--- config.mk ---
export PLATFORM = sky130hd
export DESIGN_NAME = sum_network
export DESIGN_NICKNAME = d
export VERILOG_FILES = /design/src/rtl/sumnet_pkg.sv /design/src/rtl/sn_hbus.sv /design/src/rtl/sn_stage.sv /design/src/rtl/sn_chain.sv /design/src/rtl/sn_flags.sv /design/src/rtl/sn_result_reg.sv /design/src/rtl/sum_network.sv
export SDC_FILE = /design/constraint.sdc
export NUM_CORES = 1
export LEC_CHECK = 0
export ABC_AREA = 1
export BUFFER_PORTS_ARGS = -buffer_cell sky130_fd_sc_hd__buf_2
export CAP_MARGIN = 20
export CORE_MARGIN = 4
export CORE_UTILIZATION = 25
export CTS_CLUSTER_DIAMETER = 150
export CTS_CLUSTER_SIZE = 14
export DETAILED_ROUTE_END_ITERATION = 7
export GPL_ROUTABILITY_DRIVEN = 1
export GPL_TIMING_DRIVEN = 1
export HOLD_SLACK_MARGIN = 0.12
export MAX_ROUTING_LAYER = met4
export PLACE_DENSITY = 0.57
export SYNTH_ARGS = -nofsm -noshare
export SYNTH_HDL_FRONTEND = slang
export SYNTH_SLANG_ARGS = --single-unit
--- constraint.sdc ---
create_clock -name clk -period 42.7 [get_ports clk]
set_clock_uncertainty 0.1 [all_clocks]
set_input_delay 12.81 -clock clk [delete_from_list [all_inputs] [get_ports clk]]
set_output_delay 12.81 -clock clk [all_outputs]
set_load 0.03 [all_outputs]
--- src/rtl/sumnet_pkg.sv ---
`timescale 1ns/1ps
package sumnet_pkg;

    localparam int unsigned SN_WIDTH  = 16;
    localparam int unsigned SN_NSRC   = 3;
    // Bit i (i = 0 least significant) set: that stage takes its carry in true form.
    localparam logic [15:0] SN_TRUE_MASK16 = 16'h56AA;

    typedef struct packed {
        logic invert_h;
        logic kill;
        logic pcarry;
    } net_ctrl_t;

    typedef enum logic [1:0] {
        NET_ADD  = 2'd0,
        NET_SUB  = 2'd1,
        NET_XOR  = 2'd2,
        NET_XNOR = 2'd3
    } net_mode_t;

    function automatic net_ctrl_t decode_mode(input net_mode_t mode, input logic pc);
        net_ctrl_t c;
        c.invert_h = (mode == NET_SUB) || (mode == NET_XNOR);
        c.kill     = (mode == NET_XOR) || (mode == NET_XNOR);
        c.pcarry   = pc;
        return c;
    endfunction

    // Sum bit with carry presented in true form.
    function automatic logic sum_true(input logic p, input logic k, input logic c);
        return (p & ~k & ~c) | ((k | ~p) & c);
    endfunction

    // Sum bit with carry presented inverted.
    function automatic logic sum_inv(input logic p, input logic k, input logic cn);
        return (p & ~k & cn) | ((k | ~p) & ~cn);
    endfunction

    function automatic logic carry_true(input logic p, input logic k, input logic c);
        return k | (p & c);
    endfunction

    function automatic logic carry_inv(input logic p, input logic k, input logic c);
        return ~k & (~p | ~c);
    endfunction

endpackage

--- src/rtl/sn_hbus.sv ---
`timescale 1ns/1ps
module sn_hbus #(
    parameter int unsigned WIDTH = 16,
    parameter int unsigned NSRC  = 3
) (
    input  logic [NSRC-1:0][WIDTH-1:0] src,
    input  logic [NSRC-1:0]            sel,
    input  logic                       invert,
    output logic [WIDTH-1:0]           h_eff
);
    logic [NSRC-1:0][WIDTH-1:0] gated;
    logic [NSRC:0][WIDTH-1:0]   wired;

    // Unselected sources release the bus, which idles high.
    genvar s;
    generate
        for (s = 0; s < NSRC; s++) begin : g_src
            assign gated[s]   = sel[s] ? src[s] : {WIDTH{1'b1}};
            assign wired[s+1] = wired[s] & gated[s];
        end
    endgenerate

    assign wired[0] = {WIDTH{1'b1}};
    assign h_eff    = invert ? ~wired[NSRC] : wired[NSRC];
endmodule

--- src/rtl/sn_stage.sv ---
`timescale 1ns/1ps
module sn_stage #(
    parameter bit IN_TRUE  = 1'b1,
    parameter bit OUT_TRUE = 1'b1
) (
    input  logic g,
    input  logic h,
    input  logic cin,
    input  logic kill,
    output logic s,
    output logic cout
);
    import sumnet_pkg::*;

    logic p;
    logic k;
    logic c_int;

    assign p = g | h;
    assign k = g & h;

    generate
        if (IN_TRUE) begin : g_tin
            assign c_int = cin & ~kill;
            assign s     = sum_true(p, k, c_int);
        end else begin : g_nin
            assign c_int = cin | kill;
            assign s     = sum_inv(p, k, c_int);
        end

        if (OUT_TRUE) begin : g_tout
            assign cout = carry_true(p, k, IN_TRUE ? c_int : ~c_int);
        end else begin : g_nout
            assign cout = carry_inv(p, k, IN_TRUE ? c_int : ~c_int);
        end
    endgenerate
endmodule

--- src/rtl/sn_chain.sv ---
`timescale 1ns/1ps
module sn_chain #(
    parameter int unsigned       WIDTH = 16,
    parameter logic [WIDTH-1:0]  MASK  = '1
) (
    input  logic [WIDTH-1:0] g,
    input  logic [WIDTH-1:0] h,
    input  logic             pcarry,
    input  logic             kill,
    output logic [WIDTH-1:0] s,
    output logic             carry_msb
);
    // The carry leaving the top stage is always in true form.
    localparam logic [WIDTH:0] MASK_X = {1'b1, MASK};

    logic [WIDTH:0] link;

    assign link[0] = MASK_X[0] ? pcarry : ~pcarry;

    genvar i;
    generate
        for (i = 0; i < WIDTH; i++) begin : g_stage
            localparam bit IN_T  = MASK_X[i];
            localparam bit OUT_T = MASK_X[i+1];
            sn_stage #(.IN_TRUE(IN_T), .OUT_TRUE(OUT_T)) u_stage (
                .g    (g[i]),
                .h    (h[i]),
                .cin  (link[i]),
                .kill (kill),
                .s    (s[i]),
                .cout (link[i+1])
            );
        end
    endgenerate

    assign carry_msb = link[WIDTH];
endmodule

--- src/rtl/sn_flags.sv ---
`timescale 1ns/1ps
module sn_flags (
    input  logic g_msb,
    input  logic h_msb,
    input  logic s_msb,
    input  logic c_msb,
    input  logic kill,
    output logic carry_out,
    output logic ovf_out
);
    logic same_sign;
    logic sign_flip;

    assign same_sign = ~(g_msb ^ h_msb);
    assign sign_flip = s_msb ^ g_msb;
    assign carry_out = c_msb & ~kill;
    assign ovf_out   = same_sign & sign_flip & ~kill;
endmodule

--- src/rtl/sn_result_reg.sv ---
`timescale 1ns/1ps
module sn_result_reg #(
    parameter int unsigned WIDTH = 16
) (
    input  logic             clk,
    input  logic             rst,
    input  logic             load,
    input  logic [WIDTH-1:0] d,
    output logic [WIDTH-1:0] q
);
    always_ff @(posedge clk) begin
        if (rst) begin
            q <= '0;
        end else if (load) begin
            q <= d;
        end
    end
endmodule

--- src/rtl/sum_network.sv ---
`timescale 1ns/1ps
module sum_network #(
    parameter int unsigned      WIDTH           = sumnet_pkg::SN_WIDTH,
    parameter logic [WIDTH-1:0] TRUE_CARRY_MASK = WIDTH'(sumnet_pkg::SN_TRUE_MASK16)
) (
    input  logic             clk,
    input  logic             rst,
    input  logic [WIDTH-1:0] g_in,
    input  logic [WIDTH-1:0] m_reg,
    input  logic [WIDTH-1:0] p_reg,
    input  logic [WIDTH-1:0] y_reg,
    input  logic             m_sel,
    input  logic             p_sel,
    input  logic             y_sel,
    input  logic             sub_en,
    input  logic             pseudo_carry,
    input  logic             carry_en_n,
    input  logic             strobe,
    output logic [WIDTH-1:0] sum_out,
    output logic             carry_out,
    output logic             ovf_out,
    output logic [WIDTH-1:0] result_q
);
    import sumnet_pkg::*;

    localparam int unsigned NSRC = SN_NSRC;
    localparam int unsigned MSB  = WIDTH - 1;

    net_mode_t                 mode;
    net_ctrl_t                 ctrl;
    logic [NSRC-1:0][WIDTH-1:0] srcs;
    logic [NSRC-1:0]           sels;
    logic [WIDTH-1:0]          h_eff;
    logic                      c_msb;

    always_comb begin
        unique case ({carry_en_n, sub_en})
            2'b10:   mode = NET_ADD;
            2'b11:   mode = NET_SUB;
            2'b00:   mode = NET_XOR;
            default: mode = NET_XNOR;
        endcase
        ctrl = decode_mode(mode, pseudo_carry);
    end

    assign srcs = {y_reg, p_reg, m_reg};
    assign sels = {y_sel, p_sel, m_sel};

    sn_hbus #(.WIDTH(WIDTH), .NSRC(NSRC)) u_hbus (
        .src    (srcs),
        .sel    (sels),
        .invert (ctrl.invert_h),
        .h_eff  (h_eff)
    );

    sn_chain #(.WIDTH(WIDTH), .MASK(TRUE_CARRY_MASK)) u_chain (
        .g         (g_in),
        .h         (h_eff),
        .pcarry    (ctrl.pcarry),
        .kill      (ctrl.kill),
        .s         (sum_out),
        .carry_msb (c_msb)
    );

    sn_flags u_flags (
        .g_msb     (g_in[MSB]),
        .h_msb     (h_eff[MSB]),
        .s_msb     (sum_out[MSB]),
        .c_msb     (c_msb),
        .kill      (ctrl.kill),
        .carry_out (carry_out),
        .ovf_out   (ovf_out)
    );

    sn_result_reg #(.WIDTH(WIDTH)) u_result (
        .clk  (clk),
        .rst  (rst),
        .load (strobe),
        .d    (sum_out),
        .q    (result_q)
    );
endmodule

Yosys cells after proc, flatten, opt, wreduce, memory -nomap -nowiden
Index checks and enable logic that the tools add are counted.
{"block": "op_classes", "n_eq_ne": 5, "magnitude_cmp": 0, "n_div": 0, "n_mul": 0, "mux": 5, "bitwise_logic": 219, "reduce_logical": 3, "add_sub_neg": 0, "shifts": 0}
{"cell": "$and A1 B1 Y1", "count": 91}
{"cell": "$or A1 B1 Y1", "count": 72}
{"cell": "$mux W16", "count": 4}
{"cell": "$not A1 Y1", "count": 51}
{"cell": "$and A16 B16 Y16", "count": 2}
{"cell": "$not A16 Y16", "count": 1}
{"cell": "$eq A2 B2 Y1 const B", "count": 4}
{"cell": "$pmux W2 S3", "count": 1}
{"cell": "$eq A2 B1 Y1 const B", "count": 1}
{"cell": "$logic_not A2 Y1", "count": 1}
{"cell": "$logic_or A1 B1 Y1", "count": 2}
{"cell": "$xor A1 B1 Y1", "count": 2}
{"block": "word_totals", "n_memories": 0, "latch_bits": 0, "regBits": 16, "output_inout_bits": 34, "in_bits": 73, "wordCells": 233, "ram_bits": 0, "rom_bits": 0}

Longest topological paths before layout
{"block": "depth", "ltp_word": 70, "depth_mapped": 53, "mapped_depth_nobuf": 53}

Modules after synthesis
Synthesis repeated with hierarchy kept, for this count alone.
{"block": "unflattened", "hier_cells": 384, "hier_area_um2": 2147.1}
{"module": "sn_hbus", "cells_per_inst": 170, "seq_area_each_um2": 0.0, "n_inst": 1, "area_each_um2": 774.5}
{"module": "sn_result_reg", "cells_per_inst": 101, "seq_area_each_um2": 320.3, "n_inst": 1, "area_each_um2": 670.6}
{"module": "sn_stage at u_chain.g_stage[0].u_stage ...", "cells_per_inst": 8, "seq_area_each_um2": 0.0, "n_inst": 8, "area_each_um2": 46.3}
{"module": "sn_stage at u_chain.g_stage[10].u_stage ...", "cells_per_inst": 4, "seq_area_each_um2": 0.0, "n_inst": 7, "area_each_um2": 33.8}
{"module": "sn_stage at u_chain.g_stage[9].u_stage", "cells_per_inst": 7, "seq_area_each_um2": 0.0, "n_inst": 1, "area_each_um2": 42.5}
{"module": "sn_flags", "cells_per_inst": 11, "seq_area_each_um2": 0.0, "n_inst": 1, "area_each_um2": 41.3}
{"module": "sum_network", "cells_per_inst": 2, "seq_area_each_um2": 0.0, "n_inst": 1, "area_each_um2": 7.5}
{"module": "sn_chain", "cells_per_inst": 1, "seq_area_each_um2": 0.0, "n_inst": 1, "area_each_um2": 3.8}

Worst setup path before layout
OpenSTA, ideal clock, no wires.
{"block": "synth_timing", "path_kind": "input -> output", "startpoint": "in carry_en_n", "endpoint": "out ovf_out", "arrival_time_ps": 21106, "path_buffers": 2, "path_stages": 52, "setup_slack_ps": 8684, "required_time_ps": 29790, "path_cell_list": "buf_2 > buf_4 > nand2_1 > inv_1 > fa_1 > nand2_1 > inv_1 > fa_1 > nand2_1 > inv_1 > fa_1 > nand2_1 > inv_1 > fa_1 > nand2_1 > inv_1 > fa_1 > nand2_1 > (+16 left out) > fa_1 > nand2_1 > inv_1 > fa_1 > nand2_1 > inv_1 > fa_1 > nand2_1 > inv_1 > fa_1 > nand2_1 > inv_1 > fa_1 > nand2_1 > fa_1 > inv_1 > nor2_1 > nor3_1"}
{"block": "synth_via", "elab_chain_len": 70, "word_cells_on_any_way": 130, "classes_between": "eq/ne (5); mux (2); bitwise (120); reduce/logical (3)"}
{"item": "start, declared", "line": "sum_network.sv:17", "source": "input logic carry_en_n,"}
{"item": "$eq A2 B2 Y1 or $logic_not A2 Y1 (tied branches)", "line": "sum_network.sv:37", "source": "unique case ({carry_en_n, sub_en})"}
{"item": "$pmux W2 S3 (*)", "line": "sum_network.sv:37"}
{"item": "$eq A2 B1 Y1, or another cell as far along", "line": "sumnet_pkg.sv:24", "source": "c.invert_h = (mode == NET_SUB) || (mode == NET_XNOR);"}
{"item": "$logic_or A1 B1 Y1 (on tied branches)", "line": "sumnet_pkg.sv:24, sumnet_pkg.sv:25"}
{"item": "$mux W16 or $or A1 B1 Y1 (tied branches)", "line": "sn_hbus.sv:24, sn_stage.sv:27"}
{"item": "$or A1 B1 Y1 or $not A1 Y1 (tied branches)", "line": "sn_stage.sv:19, sn_stage.sv:32"}
{"item": "$and A1 B1 Y1", "line": "sumnet_pkg.sv:41", "source": "return k | (p & c);"}
{"item": "$or A1 B1 Y1", "line": "sumnet_pkg.sv:41"}
{"item": "(+54 left out)"}
{"item": "$and A1 B1 Y1", "line": "sumnet_pkg.sv:45", "source": "return ~k & (~p | ~c);"}
{"item": "$or A1 B1 Y1", "line": "sn_stage.sv:27", "source": "assign c_int = cin | kill;"}
{"item": "$not A1 Y1", "line": "sumnet_pkg.sv:37", "source": "return (p & ~k & cn) | ((k | ~p) & ~cn);"}
{"item": "$and A1 B1 Y1", "line": "sumnet_pkg.sv:37"}
{"item": "$or A1 B1 Y1 (*)", "line": "sumnet_pkg.sv:37"}
{"item": "via u_chain.g_stage[15].u_stage.s", "line": "sn_stage.sv:10", "source": "output logic s,"}
{"item": "$xor A1 B1 Y1 (*)", "line": "sn_flags.sv:15", "source": "assign sign_flip = s_msb ^ g_msb;"}
{"item": "$and A1 B1 Y1 (*) (2 in a row)", "line": "sn_flags.sv:17", "source": "assign ovf_out = same_sign & sign_flip & ~kill;"}
{"item": "end, declared", "line": "sum_network.sv:21", "source": "output logic ovf_out,"}
The timed path passes the listed nets; every way through them passes the cells marked *.

Final worst setup path
{"block": "layout_timing", "startpoint": "in sub_en", "endpoint": "out ovf_out"}
{"block": "layout_via", "elab_chain_len": 70, "word_cells_on_any_way": 130, "classes_between": "eq/ne (5); mux (2); bitwise (120); reduce/logical (3)"}
{"item": "start, declared", "line": "sum_network.sv:15", "source": "input logic sub_en,"}
{"item": "$eq A2 B2 Y1 or $logic_not A2 Y1 (tied branches)", "line": "sum_network.sv:37"}
{"item": "$pmux W2 S3 (*)", "line": "sum_network.sv:37"}
{"item": "$eq A2 B1 Y1, or another cell as far along", "line": "sumnet_pkg.sv:24"}
{"item": "$logic_or A1 B1 Y1 (on tied branches)", "line": "sumnet_pkg.sv:24, sumnet_pkg.sv:25"}
{"item": "$mux W16 or $or A1 B1 Y1 (tied branches)", "line": "sn_hbus.sv:24, sn_stage.sv:27"}
{"item": "$or A1 B1 Y1 or $not A1 Y1 (tied branches)", "line": "sn_stage.sv:19, sn_stage.sv:32"}
{"item": "$and A1 B1 Y1", "line": "sumnet_pkg.sv:41"}
{"item": "$or A1 B1 Y1", "line": "sumnet_pkg.sv:41"}
{"item": "(+54 left out)"}
{"item": "$and A1 B1 Y1", "line": "sumnet_pkg.sv:45"}
{"item": "$or A1 B1 Y1", "line": "sn_stage.sv:27"}
{"item": "$not A1 Y1", "line": "sumnet_pkg.sv:37"}
{"item": "$and A1 B1 Y1", "line": "sumnet_pkg.sv:37"}
{"item": "$or A1 B1 Y1", "line": "sumnet_pkg.sv:37"}
{"item": "$xor A1 B1 Y1", "line": "sn_flags.sv:15"}
{"item": "$and A1 B1 Y1", "line": "sn_flags.sv:17"}
{"item": "$and A1 B1 Y1 (*)", "line": "sn_flags.sv:17"}
Mark *: on every way between the ends. The rest lies on a longest branch, timed or not.

==> results.sh <==
export IMPL_tritoncts="built"
export IMPL_grt_overflow_total=0
export IMPL_cellPowerDensity_nw_per_um2=27.63
export IMPL_diodes=0
export IMPL_worstSetupPathType="input port to primary output"
export IMPL_slowest_delay_ps=470
export IMPL_syn_num_nets=402
export IMPL_routed_wirelength_um=5799
export IMPL_yosysSeqAreaShare_pct=15.50
export IMPL_htree_levels=1
export IMPL_worstMarginPinSlew_ps=472.8
export IMPL_firstDrtPassIters=4
export IMPL_drive_above_1_share_pct=36.41
export IMPL_top_regs="u_result.q (16)"
export IMPL_post_cts_resized=0
export IMPL_cp_end_kind="primary output"
export IMPL_cts_setup_buffers=0
export IMPL_synth_cells=312
export IMPL_cts_sinks=16
export IMPL_p_leak_nw=1.549
export IMPL_antenna_found_initial=0
export IMPL_yosys_area_top_type="nand2_1"
export IMPL_largest_register="u_result.q"
export IMPL_coreArea_um2=7888
export IMPL_cp_start_kind="input port"
export IMPL_grt_pass1_vias=1939
export IMPL_final_hold_violation_count=0
export IMPL_yosysTopAreaCellShare_pct=19.43
export IMPL_fmax_mhz=28.95
export IMPL_gp_congestion=0.8500
export IMPL_root_buffer="clkbuf_8"
export IMPL_die_x_um=98.93
export IMPL_fin_crit_sh_pct=80.89
export IMPL_place_area_um2=2421
export IMPL_worstSkewPairLatency_ps=240
export IMPL_synth_distinct_cells=23
export IMPL_fp_dieH_um=98.93
export IMPL_stdcell_count=492
export IMPL_worstPathArrival_ps=21630
export IMPL_die_area_um2=9787
export IMPL_viasPerCell=4.093
export IMPL_clkTransAtPathRegs_ps=60
export IMPL_grt_pass1_wl_um=9059
export IMPL_rsz0062_at_grt="false"
export IMPL_largest_register_ffs=16
export IMPL_syn_avg_cell_area_um2=6.625
export IMPL_clockBufferDepth=2
export IMPL_drtIter0Drc=47
export IMPL_totalNegativeSetupSlack_ps=0
export IMPL_vias=2014
export IMPL_hold_path_class="flop to flop"
export IMPL_dp_hpwl_um=5071
export IMPL_syn_area_um2=2067
export IMPL_setup_viol=0
export IMPL_ir_drop_uv=8.017
export IMPL_fin_nets=481
export IMPL_dp_cells=488
export IMPL_grt_max_degree=19
export IMPL_min_period_ps=34540
export IMPL_path_max_fanout=17
export IMPL_total_power_w=0.00006841
export IMPL_detail_route_antenna_nets=0
export IMPL_row_count=32
export IMPL_initial_core_util_pct=26.21
export IMPL_area_growth_pct=19.79
export IMPL_io_buffers=106
export IMPL_max_cap_violations=0
export IMPL_finalMaxSlewViolations=0
export IMPL_io_pins=107
export IMPL_yosysWarnings=0
export IMPL_stdcell_area_um2=2476
export IMPL_drc=0
export IMPL_critPathRequiredTime_ps=29790
export IMPL_wl_per_cell_um=11.79
export IMPL_ys_top_cells_by_area="nand2_1, dfxtp_1, fa_1"
export IMPL_slew_headroom_pct=68.48
export IMPL_slowest_stage="fa_1"
export IMPL_cts_buffers=3
export IMPL_holdBufCountCts=0
export IMPL_grt_usage_pct=11.65
export IMPL_synth_seq_cells=16
export IMPL_post_route_util_pct=31.39
export IMPL_status="complete, no violations"
## Yosys cell counts
cell and n:
a211oi_2 1, a21oi_1 5, a21oi_2 10, buf_12 1, buf_2 1, buf_4 17, buf_6 7, buf_8 4
clkbuf_2 1, clkbuf_4 1, dfxtp_1 16, fa_1 16, ha_1 1, inv_1 66, inv_4 1, inv_6 1
nand2_1 107, nand2_2 19, nand3_1 16, nand4_1 16, nor2_1 3, nor3_1 1, o21ai_0 1
## layer usage
metal,track usage (%),up-vias,share of wire [%]
li1,-,1064,-
met2,20.14,60,48
met5,-,-,0
met4,1.576,0,0.34
met3,1.769,2,6.3
met1,14.70,888,45
## area by class of cell
type / count / area [um^2]
clock buffer: 4 / 55.05
inverter: 68 / 262.8
fill: 885 / 5411
sequential: 16 / 320.3
timing repair buffer: 106 / 530.5
tap: 102 / 127.6
multi-input combinational: 196 / 1180
## power breakdown
group / internal [W] / switching [W] / leakage (nW) / total (W)
sequential: 0.0000165 / 0.000000883 / 0.132 / 0.0000174
combinational: 0.0000126 / 0.0000254 / 1.39 / 0.0000381
clock: 0.00000816 / 0.00000477 / 0.0288 / 0.0000129
## path summary, 6_finish.rpt
path	startpoint	endpoint	slack, ps	cells past startpoint
hold / removal	u_result.q[10]$_SDFFE_PP0P_	u_result.q[10]$_SDFFE_PP0P_	360	2
hold reg to reg	u_result.q[10]$_SDFFE_PP0P_	u_result.q[10]$_SDFFE_PP0P_	360	2
setup reg to reg	u_result.q[15]$_SDFFE_PP0P_	u_result.q[15]$_SDFFE_PP0P_	41990	2
setup / recovery	sub_en	ovf_out	8160	53
## stage by stage
| stage | hold slack (ps) | setup WS [ps] |
|---|---|---|
| after floorplan | 484.9 | 8684 |
| after detailed placement | 352.4 | 8100 |
| after global routing | 382.4 | 7537 |
| after CTS | 361.0 | 8084 |
| final | 358.0 | 8160 |
| after global placement | 347.1 | 8174 |
## logic make-up after synthesis
group / count (synthesis) / synth area share (%)
adder cells (fa/ha/maj): 17 / 16.10
buffers and inverters: 100 / 27.42
AND/OR/NAND/NOR: 162 / 34.69
flip-flops: 16 / 15.50
AO/OA/AOI/OAI: 17 / 6.295
## cells in the final DEF, fill, tap and decap left out, drive strengths merged
master  Yosys  final
a211oi      1      1
a21oi      15     15
buf        30    106
clkbuf      2      4
dfxtp      16     16
fa         16     16
ha          1      1
inv        68     68
nand2     126    126
nand3      16     16
nand4      16     16
nor2        3      3
nor3        1      1
o21ai       1      1
## worst max-delay path, delay by kind of cell
family / cells / cell delay [ps]
adders and majority gates: 16 / 5770
buffers and inverters: 18 / 1530
and+or+nand+nor: 19 / 1520
Power figures use the tool's default switching activity.
